--- src/rtl/perf_mon_pkg.sv ---
package perf_mon_pkg;
  localparam int unsigned CTRL_W      = 4;
  localparam int unsigned HIT_EN_POS  = 0;
  localparam int unsigned MISS_EN_POS = 1;
  // each clear bit lives this many positions above its enable bit
  localparam int unsigned CLR_OFS     = 2;

  typedef enum logic {
    RD_HIT  = 1'b0,
    RD_MISS = 1'b1
  } rd_sel_e;
endpackage

--- src/rtl/sat_counter.sv ---
module sat_counter #(
  parameter int unsigned W = 16
) (
  input  logic         clk_i,
  input  logic         rst_ni,
  input  logic         en_i,
  input  logic         clr_i,
  input  logic         evt_i,
  output logic [W-1:0] cnt_o,
  output logic         step_o,
  output logic         full_o
);
  localparam logic [W-1:0] CNT_MAX = {W{1'b1}};

  function automatic logic [W-1:0] next_count(input logic [W-1:0] cur,
                                              input logic go);
    if (go && (cur != CNT_MAX)) return cur + W'(1);
    return cur;
  endfunction

  logic [W-1:0] cnt_q;

  assign full_o = (cnt_q == CNT_MAX);
  assign step_o = en_i & evt_i & ~clr_i & ~full_o;

  always_ff @(posedge clk_i or negedge rst_ni) begin
    if (!rst_ni)    cnt_q <= '0;
    else if (clr_i) cnt_q <= '0;
    else            cnt_q <= next_count(cnt_q, en_i & evt_i);
  end

  assign cnt_o = cnt_q;
endmodule

--- src/rtl/perf_mon_rdmux.sv ---
module perf_mon_rdmux #(
  parameter int unsigned HIT_W  = 32,
  parameter int unsigned MISS_W = 16,
  parameter int unsigned RD_W   = 32
) (
  input  logic              sel_i,
  input  logic [HIT_W-1:0]  hit_i,
  input  logic [MISS_W-1:0] miss_i,
  output logic [RD_W-1:0]   data_o
);
  function automatic logic [RD_W-1:0] widen_miss(input logic [MISS_W-1:0] v);
    return RD_W'(v);
  endfunction

  function automatic logic [RD_W-1:0] widen_hit(input logic [HIT_W-1:0] v);
    return RD_W'(v);
  endfunction

  always_comb begin
    data_o = (sel_i == perf_mon_pkg::RD_MISS) ? widen_miss(miss_i) : widen_hit(hit_i);
  end
endmodule

--- src/rtl/perf_mon_counters.sv ---
module perf_mon_counters #(
  parameter int unsigned HIT_W  = 32,
  parameter int unsigned MISS_W = 16,
  parameter int unsigned RD_W   = 32
) (
  input  logic                              clk_i,
  input  logic                              rst_ni,
  input  logic [perf_mon_pkg::CTRL_W-1:0]   ctrl_i,
  input  logic                              hit_evt_i,
  input  logic                              miss_evt_i,
  input  logic                              rd_sel_i,
  output logic [RD_W-1:0]                   rd_data_o
);
  import perf_mon_pkg::*;

  localparam int unsigned HIT_CLR_POS  = HIT_EN_POS + CLR_OFS;
  localparam int unsigned MISS_CLR_POS = MISS_EN_POS + CLR_OFS;

  logic              hit_en_w, hit_clr_w, hit_step_w, hit_full_w;
  logic              miss_en_w, miss_clr_w, miss_step_w, miss_full_w;
  logic [HIT_W-1:0]  hit_cnt_w;
  logic [MISS_W-1:0] miss_cnt_w;

  assign hit_en_w   = ctrl_i[HIT_EN_POS];
  assign hit_clr_w  = ctrl_i[HIT_CLR_POS];
  assign miss_en_w  = ctrl_i[MISS_EN_POS];
  assign miss_clr_w = ctrl_i[MISS_CLR_POS];

  sat_counter #(.W(HIT_W)) u_hit (
    .clk_i (clk_i), .rst_ni (rst_ni),
    .en_i  (hit_en_w), .clr_i (hit_clr_w), .evt_i (hit_evt_i),
    .cnt_o (hit_cnt_w), .step_o (hit_step_w), .full_o (hit_full_w)
  );

  sat_counter #(.W(MISS_W)) u_miss (
    .clk_i (clk_i), .rst_ni (rst_ni),
    .en_i  (miss_en_w), .clr_i (miss_clr_w), .evt_i (miss_evt_i),
    .cnt_o (miss_cnt_w), .step_o (miss_step_w), .full_o (miss_full_w)
  );

  perf_mon_rdmux #(.HIT_W(HIT_W), .MISS_W(MISS_W), .RD_W(RD_W)) u_rd (
    .sel_i (rd_sel_i), .hit_i (hit_cnt_w), .miss_i (miss_cnt_w), .data_o (rd_data_o)
  );
endmodule

--- config.mk ---
export PLATFORM = sky130hd
export DESIGN_NAME = perf_mon_counters
export DESIGN_NICKNAME = d
export VERILOG_FILES = /design/src/rtl/perf_mon_pkg.sv /design/src/rtl/sat_counter.sv /design/src/rtl/perf_mon_rdmux.sv /design/src/rtl/perf_mon_counters.sv
export SDC_FILE = /design/constraint.sdc
export NUM_CORES = 1
export LEC_CHECK = 0
export ABC_CLOCK_PERIOD_IN_PS = 2500
export BUFFER_PORTS_ARGS = -buffer_cell sky130_fd_sc_hd__buf_4
export CORE_MARGIN = 3
export CORE_UTILIZATION = 45
export CTS_CLUSTER_SIZE = 28
export DETAILED_ROUTE_END_ITERATION = 8
export PLACE_DENSITY = 0.67
export SLEW_MARGIN = 5
export SYNTH_ARGS = -nofsm -noshare
export SYNTH_HDL_FRONTEND = slang
export SYNTH_SLANG_ARGS = --single-unit
export TNS_END_PERCENT = 5
--- constraint.sdc ---
create_clock -name clk_i -period 2.5 [get_ports clk_i]
set_clock_uncertainty 0.1 [all_clocks]
set_input_delay 0.5 -clock clk_i [delete_from_list [all_inputs] [get_ports clk_i]]
set_output_delay 0.5 -clock clk_i [all_outputs]
set_load 0.02 [all_outputs]
==> results by group, run 1 <==
CTS
  – Number of buffers added for setup after CTS: 0
  – H-tree depth: 2
  – Clock Path Buffers: 2
  – Hold_buf cts: 0
  – Clk Latency, worst-skew pair: ~0.31 ns
  – Clock tree root driver cell: clkbuf_8
  – Cts bufs inserted: 5
  – CTS tree: done
  – Clk slew on worst S/H paths: approximately 0.090 ns
  – CTS Sinks: 48
  – Post-CTS Resized: 0

Final layout
  – Final core area utilization: a little under three fifths
  – # diodes: 0
  – Share of cells above drive strength 1: between 20% and 30%
  – Fin cells: about 450
  – Area Overhead vs Synth: 17.45%
  – Fillers: ~580
  – Layout Nets: 381

Critical path
  – Reg2reg end: u_hit.cnt_o[26]
  – CP Cell Sequence: ha_1 > and4_1 > nand4_4 > or4_4 > nor4_2 > mux2_1
  – Crit path launch type: flop
  – Crit Path Max Fanout: 6
  – Critical path class: flop to flop
  – Critical path's largest stage delay: 0.57 ns
  – Worst Path Required: 2.59 ns
  – CP Capture Type: flop
  – Crit path max-delay cell type: or4_4
  – Worst path bufs/invs: 0
  – R2R depth: 6
  – Cell family contributing the most delay on the critical path: simple AND/OR/NAND/NOR gates
  – FF-to-FF Start: u_hit.cnt_o[0]
  – Worst EP arrival: around 2.4 ns
  – FF-to-FF setup slack: around 0.19 ns

Global routing
  – Largest net degree at the start of global routing: ~50
  – First-pass GRT wire length: approximately 13 mm
  – Vias in the first global route: 2485
  – GRT overflow: 0
  – All-Layer GR Usage: between 20% and 30%
  – Initial antenna violation count: 0

Routing
  – Initial drt markers: 148
  – Router iterations before antenna repair: 4
  – DRC Markers: 0
  – Total wire length: approximately 7 mm
  – Routed Antenna Nets: 0
  – Average routed wire per standard cell: ~16 µm
  – Vias: 2609
  – Vias per Instance: roughly 6

STA
  – Total Negative Setup Slacks: 0 ns
  – RSZ-0062 raised after global routing: false
  – Max Slew Vio Count: 0
  – Worst-margin pin slew: between 0.6 and 0.7 ns
  – F_max: 0.4321 GHz
  – Final setup viols: 0
  – Minimum clock period: around 2.3 ns
  – Max transition margin: 59.03%
  – Period utilization: between 90% and 100%
  – Hold Vio Cnt, Final: 0

Synthesis
  – Synth Area in Adders: less than 1%
  – Ranking of synthesized cells by area: dfrtp_1 40%, mux2_2 6.1%, nor2_1 4.7%
  – Synth Area in Compound Gates: about 11%
  – Ys async rst share: 100.0%
  – Yosys reg bits: 48
  – Main combinational cell family by area after synthesis: simple AND/OR/NAND/NOR gates
  – Post-synth cell types: 40
  – Yosys top cell area share: about two fifths
  – Post-synth EDFFs: 0
  – Syn avg cell area: 9.076 µm²
  – Synth Cell Area: 2968 µm²
  – Gate count of the mapped netlist: roughly 330
  – Synth Net Count: 338
  – Ys Warns: 0
  – Post-synthesis sequential area ratio: about two fifths
  – Synth Flop Type: dfrtp_1
  – Simple-Gate Fraction of Synth Area: roughly 30%
  – Xor/xnor share of the synthesized area: just under 7%
  – Biggest area consumer among synthesized cells: dfrtp_1
  – Post-synthesis mux area share: ~7.5%

Place
  – Cell total after placement: between 400 and 500
  – DP HPWL: 5.196 mm
  – I/O Buffers: 40
  – Gp weighted congestion: ~0.85

Run
  – Max-cap violation count: 0

Floorplanning
  – Die area: around 7600 µm²
  – CORE AREA: 6166 µm²
  – Initial Util: about half
  – Die Ht: 87.21 µm
  – # rows: 28
  – IO Pins: 41
  – Die width: between 80 and 90 µm

Pwr
  – Peak VDD IR: 0.0002873 V
  – PwrDens: between 300 and 400 nW/µm²
  – Tot Pwr: 1.363 mW
  – Leakage power total: 1.494 nW

Hold path
  – Min-delay worst type: primary input to async pin

Outcome
  – Outcome: completed
==> how the worst max path moves through the flow <==
| stage | start | endpoint | slack [ns] | cells after the start |
|---|---|---|---|---|
| 2_1_floorplan | u_hit.cnt_o[0] | u_hit.cnt_o[26] | 0.16 | 7 |
| 3_3_place_gp | u_hit.cnt_o[0] | u_hit.cnt_o[26] | 0.20 | 6 |
| 3_5_place_dp | u_hit.cnt_o[0] | u_hit.cnt_o[26] | 0.11 | 6 |
| 4_1_cts | u_hit.cnt_o[0] | u_hit.cnt_o[26] | 0.09 | 6 |
| 5_1_grt | u_hit.cnt_o[0] | u_hit.cnt_o[19] | 0.03 | 8 |
| 6_report | u_hit.cnt_o[0] | u_hit.cnt_o[26] | 0.19 | 6 |
==> cells in the final DEF (no fill, tap or decap) <==
cell type   n
clkbuf_8    6
buf_4      54
nor4_1      7
and3_1      8
o31ai_1     6
a41oi_1     1
mux2_1      2
or4_4       2
mux2i_1     2
and4_1      7
a211oi_1    4
inv_1       1
nor2b_1    17
o21ai_0    12
o21ai_1     1
and2_1      3
xor2_1     10
o21bai_1    1
nand3_1    10
nor4_2      2
a21oi_1    22
a31o_1      1
nand2b_1    3
mux2_2     16
or3_1      11
ha_1        2
a31o_2      3
or4_1       6
nand4_4     1
dfrtp_1    48
nand2_1    22
o2111a_1    1
nand4_2     2
clkinv_2    2
nor2_1     37
nand4_1    13
xnor2_1    13
nor3_1      9
o211ai_1    3
==> report_power, final <==
part / internal (mW) / switching, mW
sequential: 0.780 / 0.00373
combinational: 0.0302 / 0.0607
clock: 0.221 / 0.268
==> per-stage QoR <==
step	hold WS, ns	instance area, µm²	setup WS, ns
after CTS	0.1165	3482	0.09238
after detailed placement	0.4556	3390	0.1113
after floorplan	0.1044	2968	0.1563
after global placement	0.4387	3390	0.2026
final	0.09572	3486	0.1858
after global routing	0.1382	3486	0.02665
==> cell families (layout without fill, tap and decap cells) <==
kind of cell    Yosys count  count (layout)
simple gates            160             160
compound gates           55              55
flops                    48              48
xor+xnor                 23              23
mux                      20              20
buf+inv                  19              63
fa+ha+maj                 2               2
==> synthesized netlist by cell type, drive strengths merged, types with 10 or more instances <==
| cell type | n |
|---|---|
| a21oi | 22 |
| clkbuf | 12 |
| dfrtp | 48 |
| mux2 | 18 |
| nand2 | 22 |
| nand3 | 10 |
| nand4 | 16 |
| nor2 | 37 |
| nor2b | 17 |
| o21ai | 13 |
| or3 | 11 |
| xnor2 | 13 |
| xor2 | 10 |
==> metal layers <==
metal / wire (µm) / track usage (%) / part of all wire, % / up-vias
met4: 95 / 5.021 / 1.3 / 0
met1: 3510 / 30.94 / 49 / 1258
met3: 350 / 3.974 / 4.9 / 9
met2: 3196 / 31.61 / 45 / 61
met5: 0 / 0 / 0 / -
li1: - / - / - / 1281
==> layout make-up <==
| cell class | count | area [µm²] | share of cell area [%] |
|---|---|---|---|
| tap | 75 | 93.84 | 2.692 |
| multi-input combinational | 260 | 1689 | 48.46 |
| timing repair buffer | 54 | 405.4 | 11.63 |
| clock buffer | 6 | 82.58 | 2.369 |
| inverter | 1 | 3.754 | 0.1077 |
| clock inverter | 2 | 10.01 | 0.2872 |
| sequential | 48 | 1201 | 34.46 |
==> flip-flops by register name (all words and copies together) (netlist names) <==
register,flops
u_hit.cnt_o,32
u_miss.cnt_o,16
Note: power is estimated with default switching activity, not from simulation.
==> inputs of run 2 (changes only) <==
- ABC_CLOCK_PERIOD_IN_PS: 2500 -> 2100
- clock period: 2.5 -> 2.1 ns (I/O delays scaled with it)
==> results by group, run 2 (synthesized netlist as in run 1, its figures left out) <==
Outcome
  – Outcome: finished with violations
  – Failing checks: negative setup slack

Final layout
  – # diodes: 0
  – Commonest non-fill, non-tap cell in the layout: buf_4
  – Most frequent cells in the layout: 90 x buf_4, 48 x dfrtp_1, 37 x nor2_1, 22 x nand2_1, 20 x a21oi_1
  – Number of flip-flops in the largest register: 32
  – Layout Nets: approximately 420
  – Area Overhead vs Synth: 28.79%
  – Share of cells above drive strength 1: around a third

Hold path
  – Min-delay worst type: primary input to async pin

Critical path
  – CP Cell Sequence: ha_2 > and4_4 > nand4_4 > or4_4 > nor4_4 > mux2_4
  – Critical path's largest stage delay: roughly 0.55 ns
  – FF-to-FF setup slack: -0.007 ns
  – Worst EP arrival: roughly 2.2 ns
  – Crit path launch type: flop
  – Crit Path Max Fanout: 6
  – Critical path class: flop to flop
  – Crit path max-delay cell type: or4_4
  – CP Capture Type: flop
  – Worst Path Required: between 2 and 2.5 ns

Pwr
  – Leakage power total: roughly 1.7 nW
  – PwrDens: 449.2 nW/µm²
  – Tot Pwr: 1.717 mW
  – Peak VDD IR: between 0.0002 and 0.0003 V

Global routing
  – Initial antenna violation count: 0
  – First-pass GRT wire length: between 10 and 15 mm
  – GRT overflow: 0
  – All-Layer GR Usage: 21.58%
  – Vias in the first global route: between 2000 and 3000
  – Largest net degree at the start of global routing: around 50

Floorplanning
  – CORE AREA: a little over 6000 µm²
  – Die area: 7606 µm²
  – Initial Util: roughly half
  – Die width: roughly 87 µm
  – IO Pins: 41
  – Die Ht: around 87 µm
  – # rows: 28

STA
  – Max Slew Vio Count: 0
  – F_max: around 0.47 GHz
  – Worst-margin pin slew: a little over 0.6 ns
  – Period utilization: 100.3%
  – Final setup viols: 1
  – Max transition margin: roughly 60%
  – Minimum clock period: 2.107 ns
  – Hold Vio Cnt, Final: 0
  – Final Worst Setup Slack: -0.007229 ns
  – RSZ-0062 raised after global routing: true

CTS
  – Clock Path Buffers: 2
  – CTS tree: done
  – Cts bufs inserted: 5
  – CTS Sinks: 48
  – Number of buffers added for setup after CTS: 0
  – Clk Latency, worst-skew pair: around 0.30 ns
  – Clock tree root driver cell: clkbuf_8
  – H-tree depth: 2
  – Clk slew on worst S/H paths: approximately 0.1 ns

Routing
  – Vias: 2744
  – Average routed wire per standard cell: around 16 µm
  – DRC Markers: 0
  – Total wire length: 7.563 mm
  – Vias per Instance: around 5.7
  – Router iterations before antenna repair: 4
  – Initial drt markers: roughly 140
  – Routed Antenna Nets: 0

Place
  – Gp weighted congestion: approximately 0.88
  – DP HPWL: 5.653 mm
  – DP Worst Slack: -0.02402 ns
  – I/O Buffers: 40

Run
  – Max-cap violation count: 0
[run 2: report_power, final]
| part | switching [mW] | total [mW] | internal [mW] |
|---|---|---|---|
| registers | 0.00449 | 0.933 | 0.928 |
| clock network | 0.319 | 0.673 | 0.354 |
| logic | 0.0737 | 0.111 | 0.0374 |
[run 2: cell type report]
cell class | count | area, µm²
multi-input combinational | 260 | 1729
clock inverter | 2 | 35.03
inverter | 1 | 3.754
timing repair buffer | 91 | 686.9
sequential | 48 | 1201
fill | 555 | 2344
tap | 75 | 93.84
clock buffer | 6 | 72.57
[run 2: per-layer routing]
layer / part of all wire (%) / wire length (µm) / GRT usage (%) / vias to the layer above
li1: - / - / - / 1358
met1: 50 / 3803 / 32.18 / 1321
met2: 45 / 3432 / 33.13 / 55
met3: 3.3 / 246 / 3.595 / 10
met4: 1.1 / 80 / 4.324 / 0
met5: 0 / 0 / 0 / -
[run 2: per-stage QoR]
stage	cell area [µm²]	hold WS (ns)	cells	TNS (ns)	utilization, %
2_1_floorplan	2983	0.02441	327	-0.2559	-
3_3_place_gp	3676	0.3826	475	0	59.62
3_5_place_dp	3676	0.3819	475	-0.02402	59.62
4_1_cts	3792	0.05306	483	-0.02791	61.51
5_1_grt	3822	0.06516	483	-0.2143	61.99
6_report	3822	0.02234	483	-0.007229	61.99
[run 2: worst max-delay path: cells and delay by family, from the launching register on]
family                     cells  cell delay [ns]
and+or+nand+nor                4             1.03
DFF                            1             0.37
muxes                          1             0.32
adders and majority gates      1             0.18
[run 2: worst paths after layout]
| check | from | endpoint | cells past startpoint |
|---|---|---|---|
| min reg2reg | u_miss.cnt_o[13] | u_miss.cnt_o[13] | 2 |
| min in group clk_i | ctrl_i[3] | u_miss.cnt_o[7] | 2 |
| max reg2reg | u_hit.cnt_o[0] | u_hit.cnt_o[26] | 6 |
| max | u_hit.cnt_o[0] | u_hit.cnt_o[26] | 6 |
| min | rst_ni | u_miss.cnt_o[11] | 1 |
| max in group asynchronous | rst_ni | u_hit.cnt_o[19] | 1 |
[run 2: what timing repair did]
| item | in CTS | in global routing |
|---|---|---|
| endpoints found under the setup margin | 1 | 17 |
| pin swaps | 0 | 1 |
| gates resized for setup | 1 | 8 |
| hold buffers | 0 | 0 |
==> inputs of run 3 (changes only) <==
--- a/config.mk
+++ b/config.mk
@@ -6,5 +6,6 @@
 export NUM_CORES = 1
 export LEC_CHECK = 0
-export ABC_CLOCK_PERIOD_IN_PS = 2100
+export ABC_AREA = 1
+export ABC_CLOCK_PERIOD_IN_PS = 2150
 export BUFFER_PORTS_ARGS = -buffer_cell sky130_fd_sc_hd__buf_4
 export CORE_MARGIN = 3
@@ -12,5 +13,4 @@
 export CTS_CLUSTER_SIZE = 28
 export DETAILED_ROUTE_END_ITERATION = 8
-export PLACE_DENSITY = 0.67
 export SLEW_MARGIN = 5
 export SYNTH_ARGS = -nofsm -noshare
==> constraint.sdc (replaced) <==
create_clock -name clk_i -period 2.15 [get_ports clk_i]
set_clock_uncertainty 0.1 [all_clocks]
set_input_delay 0.43 -clock clk_i [delete_from_list [all_inputs] [get_ports clk_i]]
set_output_delay 0.43 -clock clk_i [all_outputs]
set_load 0.01 [all_outputs]
==> results by group, run 3 <==
Outcome
  – Outcome: completed

Final layout
  – Commonest non-fill, non-tap cell in the layout: nand2_1
  – Number of flip-flops in the largest register: 32
  – Fillers: roughly 750
  – Multi-input gate area: between 1500 and 2000 µm²
  – Area Overhead vs Synth: 15.36%
  – Layout Nets: 590
  – Share of cells above drive strength 1: 13.28%
  – Total area of sequential cells: 1201 µm²
  – Most frequent cells in the layout: 182 x nand2_1, 80 x nor2_1, 50 x inv_1, 48 x buf_4, 48 x dfrtp_1
  – # diodes: 0

STA
  – Max transition margin: a little under three fifths
  – RSZ-0062 raised after global routing: false
  – Final Worst Setup Slack: 0.1945 ns
  – F_max: about 0.5 GHz
  – Max Slew Vio Count: 0
  – Minimum clock period: between 1.5 and 2 ns
  – Final setup viols: 0
  – Hold Vio Cnt, Final: 0
  – Period utilization: between 90% and 100%
  – Total Negative Setup Slacks: 0 ns
  – Worst-margin pin slew: 0.6502 ns

CTS
  – Clock tree root driver cell: clkbuf_8
  – Cts bufs inserted: 5
  – Clk slew on worst S/H paths: approximately 0.090 ns
  – Clk Latency, worst-skew pair: around 0.30 ns
  – H-tree depth: 2
  – Clock Path Buffers: 2
  – CTS Sinks: 48
  – CTS tree: done

Place
  – I/O Buffers: 40
  – DP Worst Slack: approximately 0.079 ns
  – DP HPWL: roughly 7.4 mm
  – Gp weighted congestion: around 0.90

Synthesis
  – Post-synth cell types: 29
  – Gate count of the mapped netlist: approximately 540
  – Yosys top cell area share: 34.78%
  – Syn avg cell area: roughly 6.4 µm²
  – Ys Warns: 0
  – Biggest area consumer among synthesized cells: dfrtp_1
  – Post-synth EDFFs: 0
  – Most frequent cells after synthesis: 182 x nand2_1, 80 x nor2_1, 50 x inv_1, 48 x dfrtp_1, 41 x nand3_1
  – Synth Cell Area: roughly 3500 µm²
  – Yosys reg bits: 48
  – Count leader, synth: nand2_1
  – Synth Net Count: 550
  – Synth Flop Type: dfrtp_1
  – Ranking of synthesized cells by area: dfrtp_1 35%, nand2_1 20%, nor2_1 8.7%
  – Post-synthesis sequential area ratio: a little over a third
  – Ys async rst share: 100.0%

Floorplanning
  – Die width: approximately 94 µm
  – Die area: 8761 µm²
  – CORE AREA: roughly 7300 µm²
  – # rows: 31
  – IO Pins: 41
  – Initial Util: 47.11%
  – Die Ht: 93.60 µm

Critical path
  – First element of the critical path: u_hit.cnt_o[1]
  – FF-to-FF Start: u_hit.cnt_o[1]
  – Crit path max-delay cell type: dfrtp_1
  – Critical path class: flop to flop
  – Cell family contributing the most delay on the critical path: simple AND/OR/NAND/NOR gates
  – Worst path bufs/invs: 1
  – CP Capture Type: flop
  – Worst Path Required: about 2.3 ns
  – Critical path's largest stage delay: between 0.3 and 0.4 ns
  – Crit Path Max Fanout: 27
  – Most frequent CP cell: nand2_4
  – CP Cell Sequence: ha_1 > nand2_1 > nor2_2 > nand2_4 > nor2_8 > nand2_4 > nand2_4 > nand2_4 > buf_4 > nand3_1 > nand2_1
  – Worst EP arrival: just over 2 ns
  – Crit path launch type: flop

Routing
  – Initial drt markers: 248
  – Vias: about 3600
  – Routed met1 length: 5.005 mm
  – Routed Antenna Nets: 0
  – Met2 WL: between 4 and 5 mm
  – Router iterations before antenna repair: 5
  – Total wire length: between 10 and 15 mm
  – Vias per Instance: 5.274
  – DRC Markers: 0
  – WL met3: 457 µm
  – Top sig layer: met4
  – Average routed wire per standard cell: approximately 15 µm

Pwr
  – Peak VDD IR: 0.0002167 V
  – Sw Ratio: approximately 24%
  – PwrDens: between 400 and 500 nW/µm²
  – Internal power: 1.358 mW
  – Clock power frac: between 40% and 50%
  – Seq pwr share: a little over 50%
  – Logic pwr share: under 10%
  – Net Sw Power: 433.0 µW
  – Leakage power total: 1.834 nW

Global routing
  – All-Layer GR Usage: about a quarter
  – Vias in the first global route: ~3400
  – Initial antenna violation count: 0
  – GRT overflow: 0
  – Largest net degree at the start of global routing: a little under 50
  – First-pass GRT wire length: approximately 17 mm

Run
  – Max-cap violation count: 0

Hold path
  – Min-delay worst type: primary input to async pin
[run 3: changes by cell type after synthesis, moves of 10 or more]
cell | previous run | this run
inv_1 | 1 | 50
mux2_2 | 16 | 0
nand2_1 | 22 | 182
nand3_1 | 10 | 41
nand4_1 | 13 | 23
nor2_1 | 37 | 80
nor2b_1 | 17 | 0
o21ai_0 | 12 | 23
o21ai_1 | 1 | 11
or3_1 | 11 | 0
xnor2_1 | 13 | 0
[run 3: area by class of cell]
| type | instances | area share, % |
|---|---|---|
| tap | 99 | 3.109 |
| clock buffer | 7 | 2.418 |
| multi-input combinational | 424 | 49.59 |
| clock inverter | 1 | 0.7538 |
| sequential | 48 | 30.15 |
| inverter | 52 | 4.931 |
| timing repair buffer | 48 | 9.045 |
[run 3: kinds of logic (layout without fill, tap and decap cells)]
kind of cell    Yosys count  count (layout)  synth area share, %
fa+ha+maj                 2               2               0.7245
xor+xnor                 12              12                3.043
flops                    48              48                34.78
compound gates           52              52                7.826
buf+inv                  67             108                8.224
simple gates            358             358                45.40
[run 3: worst paths after layout]
path	to	cells after the start	slack, ns
max in group asynchronous	u_hit.cnt_o[15]	1	1.46
max reg2reg	u_hit.cnt_o[23]	11	0.19
min	u_hit.cnt_o[22]	1	0.03
max	u_hit.cnt_o[23]	11	0.19
min reg2reg	u_hit.cnt_o[1]	2	0.44
min in group clk_i	u_miss.cnt_o[7]	4	0.32
[run 3: power groups by stage]
stage | registers [mW] | logic, mW | clock network (mW)
after floorplan | 0.928 | 0.0846 | 0
after global placement | 0.929 | 0.153 | 0
after detailed placement | 0.929 | 0.152 | 0
after CTS | 0.911 | 0.153 | 0.755
after global routing | 0.912 | 0.168 | 0.789
final | 0.912 | 0.150 | 0.729
[run 3: metal layers]
layer / vias up / global-route usage, %
li1: 1807 / -
met1: 1674 / 36.78
met2: 92 / 38.95
met3: 8 / 3.379
met4: 0 / 4.693
met5: - / 0
[run 3: what timing repair did]
item                       in CTS  in global routing
hold buffers                    0                  0
buffers inserted                0                  0
setup endpoints to repair       0                 10
resized for setup               0                  1
[run 3: metrics by stage]
stage / area, µm² / instances / hold WS (ns) / utilization (%) / total power, mW
after CTS: 3976 / 679 / 0.06315 / 54.24 / 1.819
after global placement: 3850 / 671 / 0.4052 / 52.52 / 1.082
after global routing: 3984 / 679 / 0.08751 / 54.34 / 1.869
after floorplan: 3453 / 539 / 0.03441 / - / 1.013
after detailed placement: 3850 / 671 / 0.3968 / 52.52 / 1.081
final: 3984 / 679 / 0.03180 / 54.34 / 1.791
[run 3: worst register-to-register path: cells and delay by family (launching register included)]
family,cells,cell delay (ns)
buf+inv,1,0.22
fa+ha+maj,1,0.17
flops,1,0.39
simple gates,9,0.95
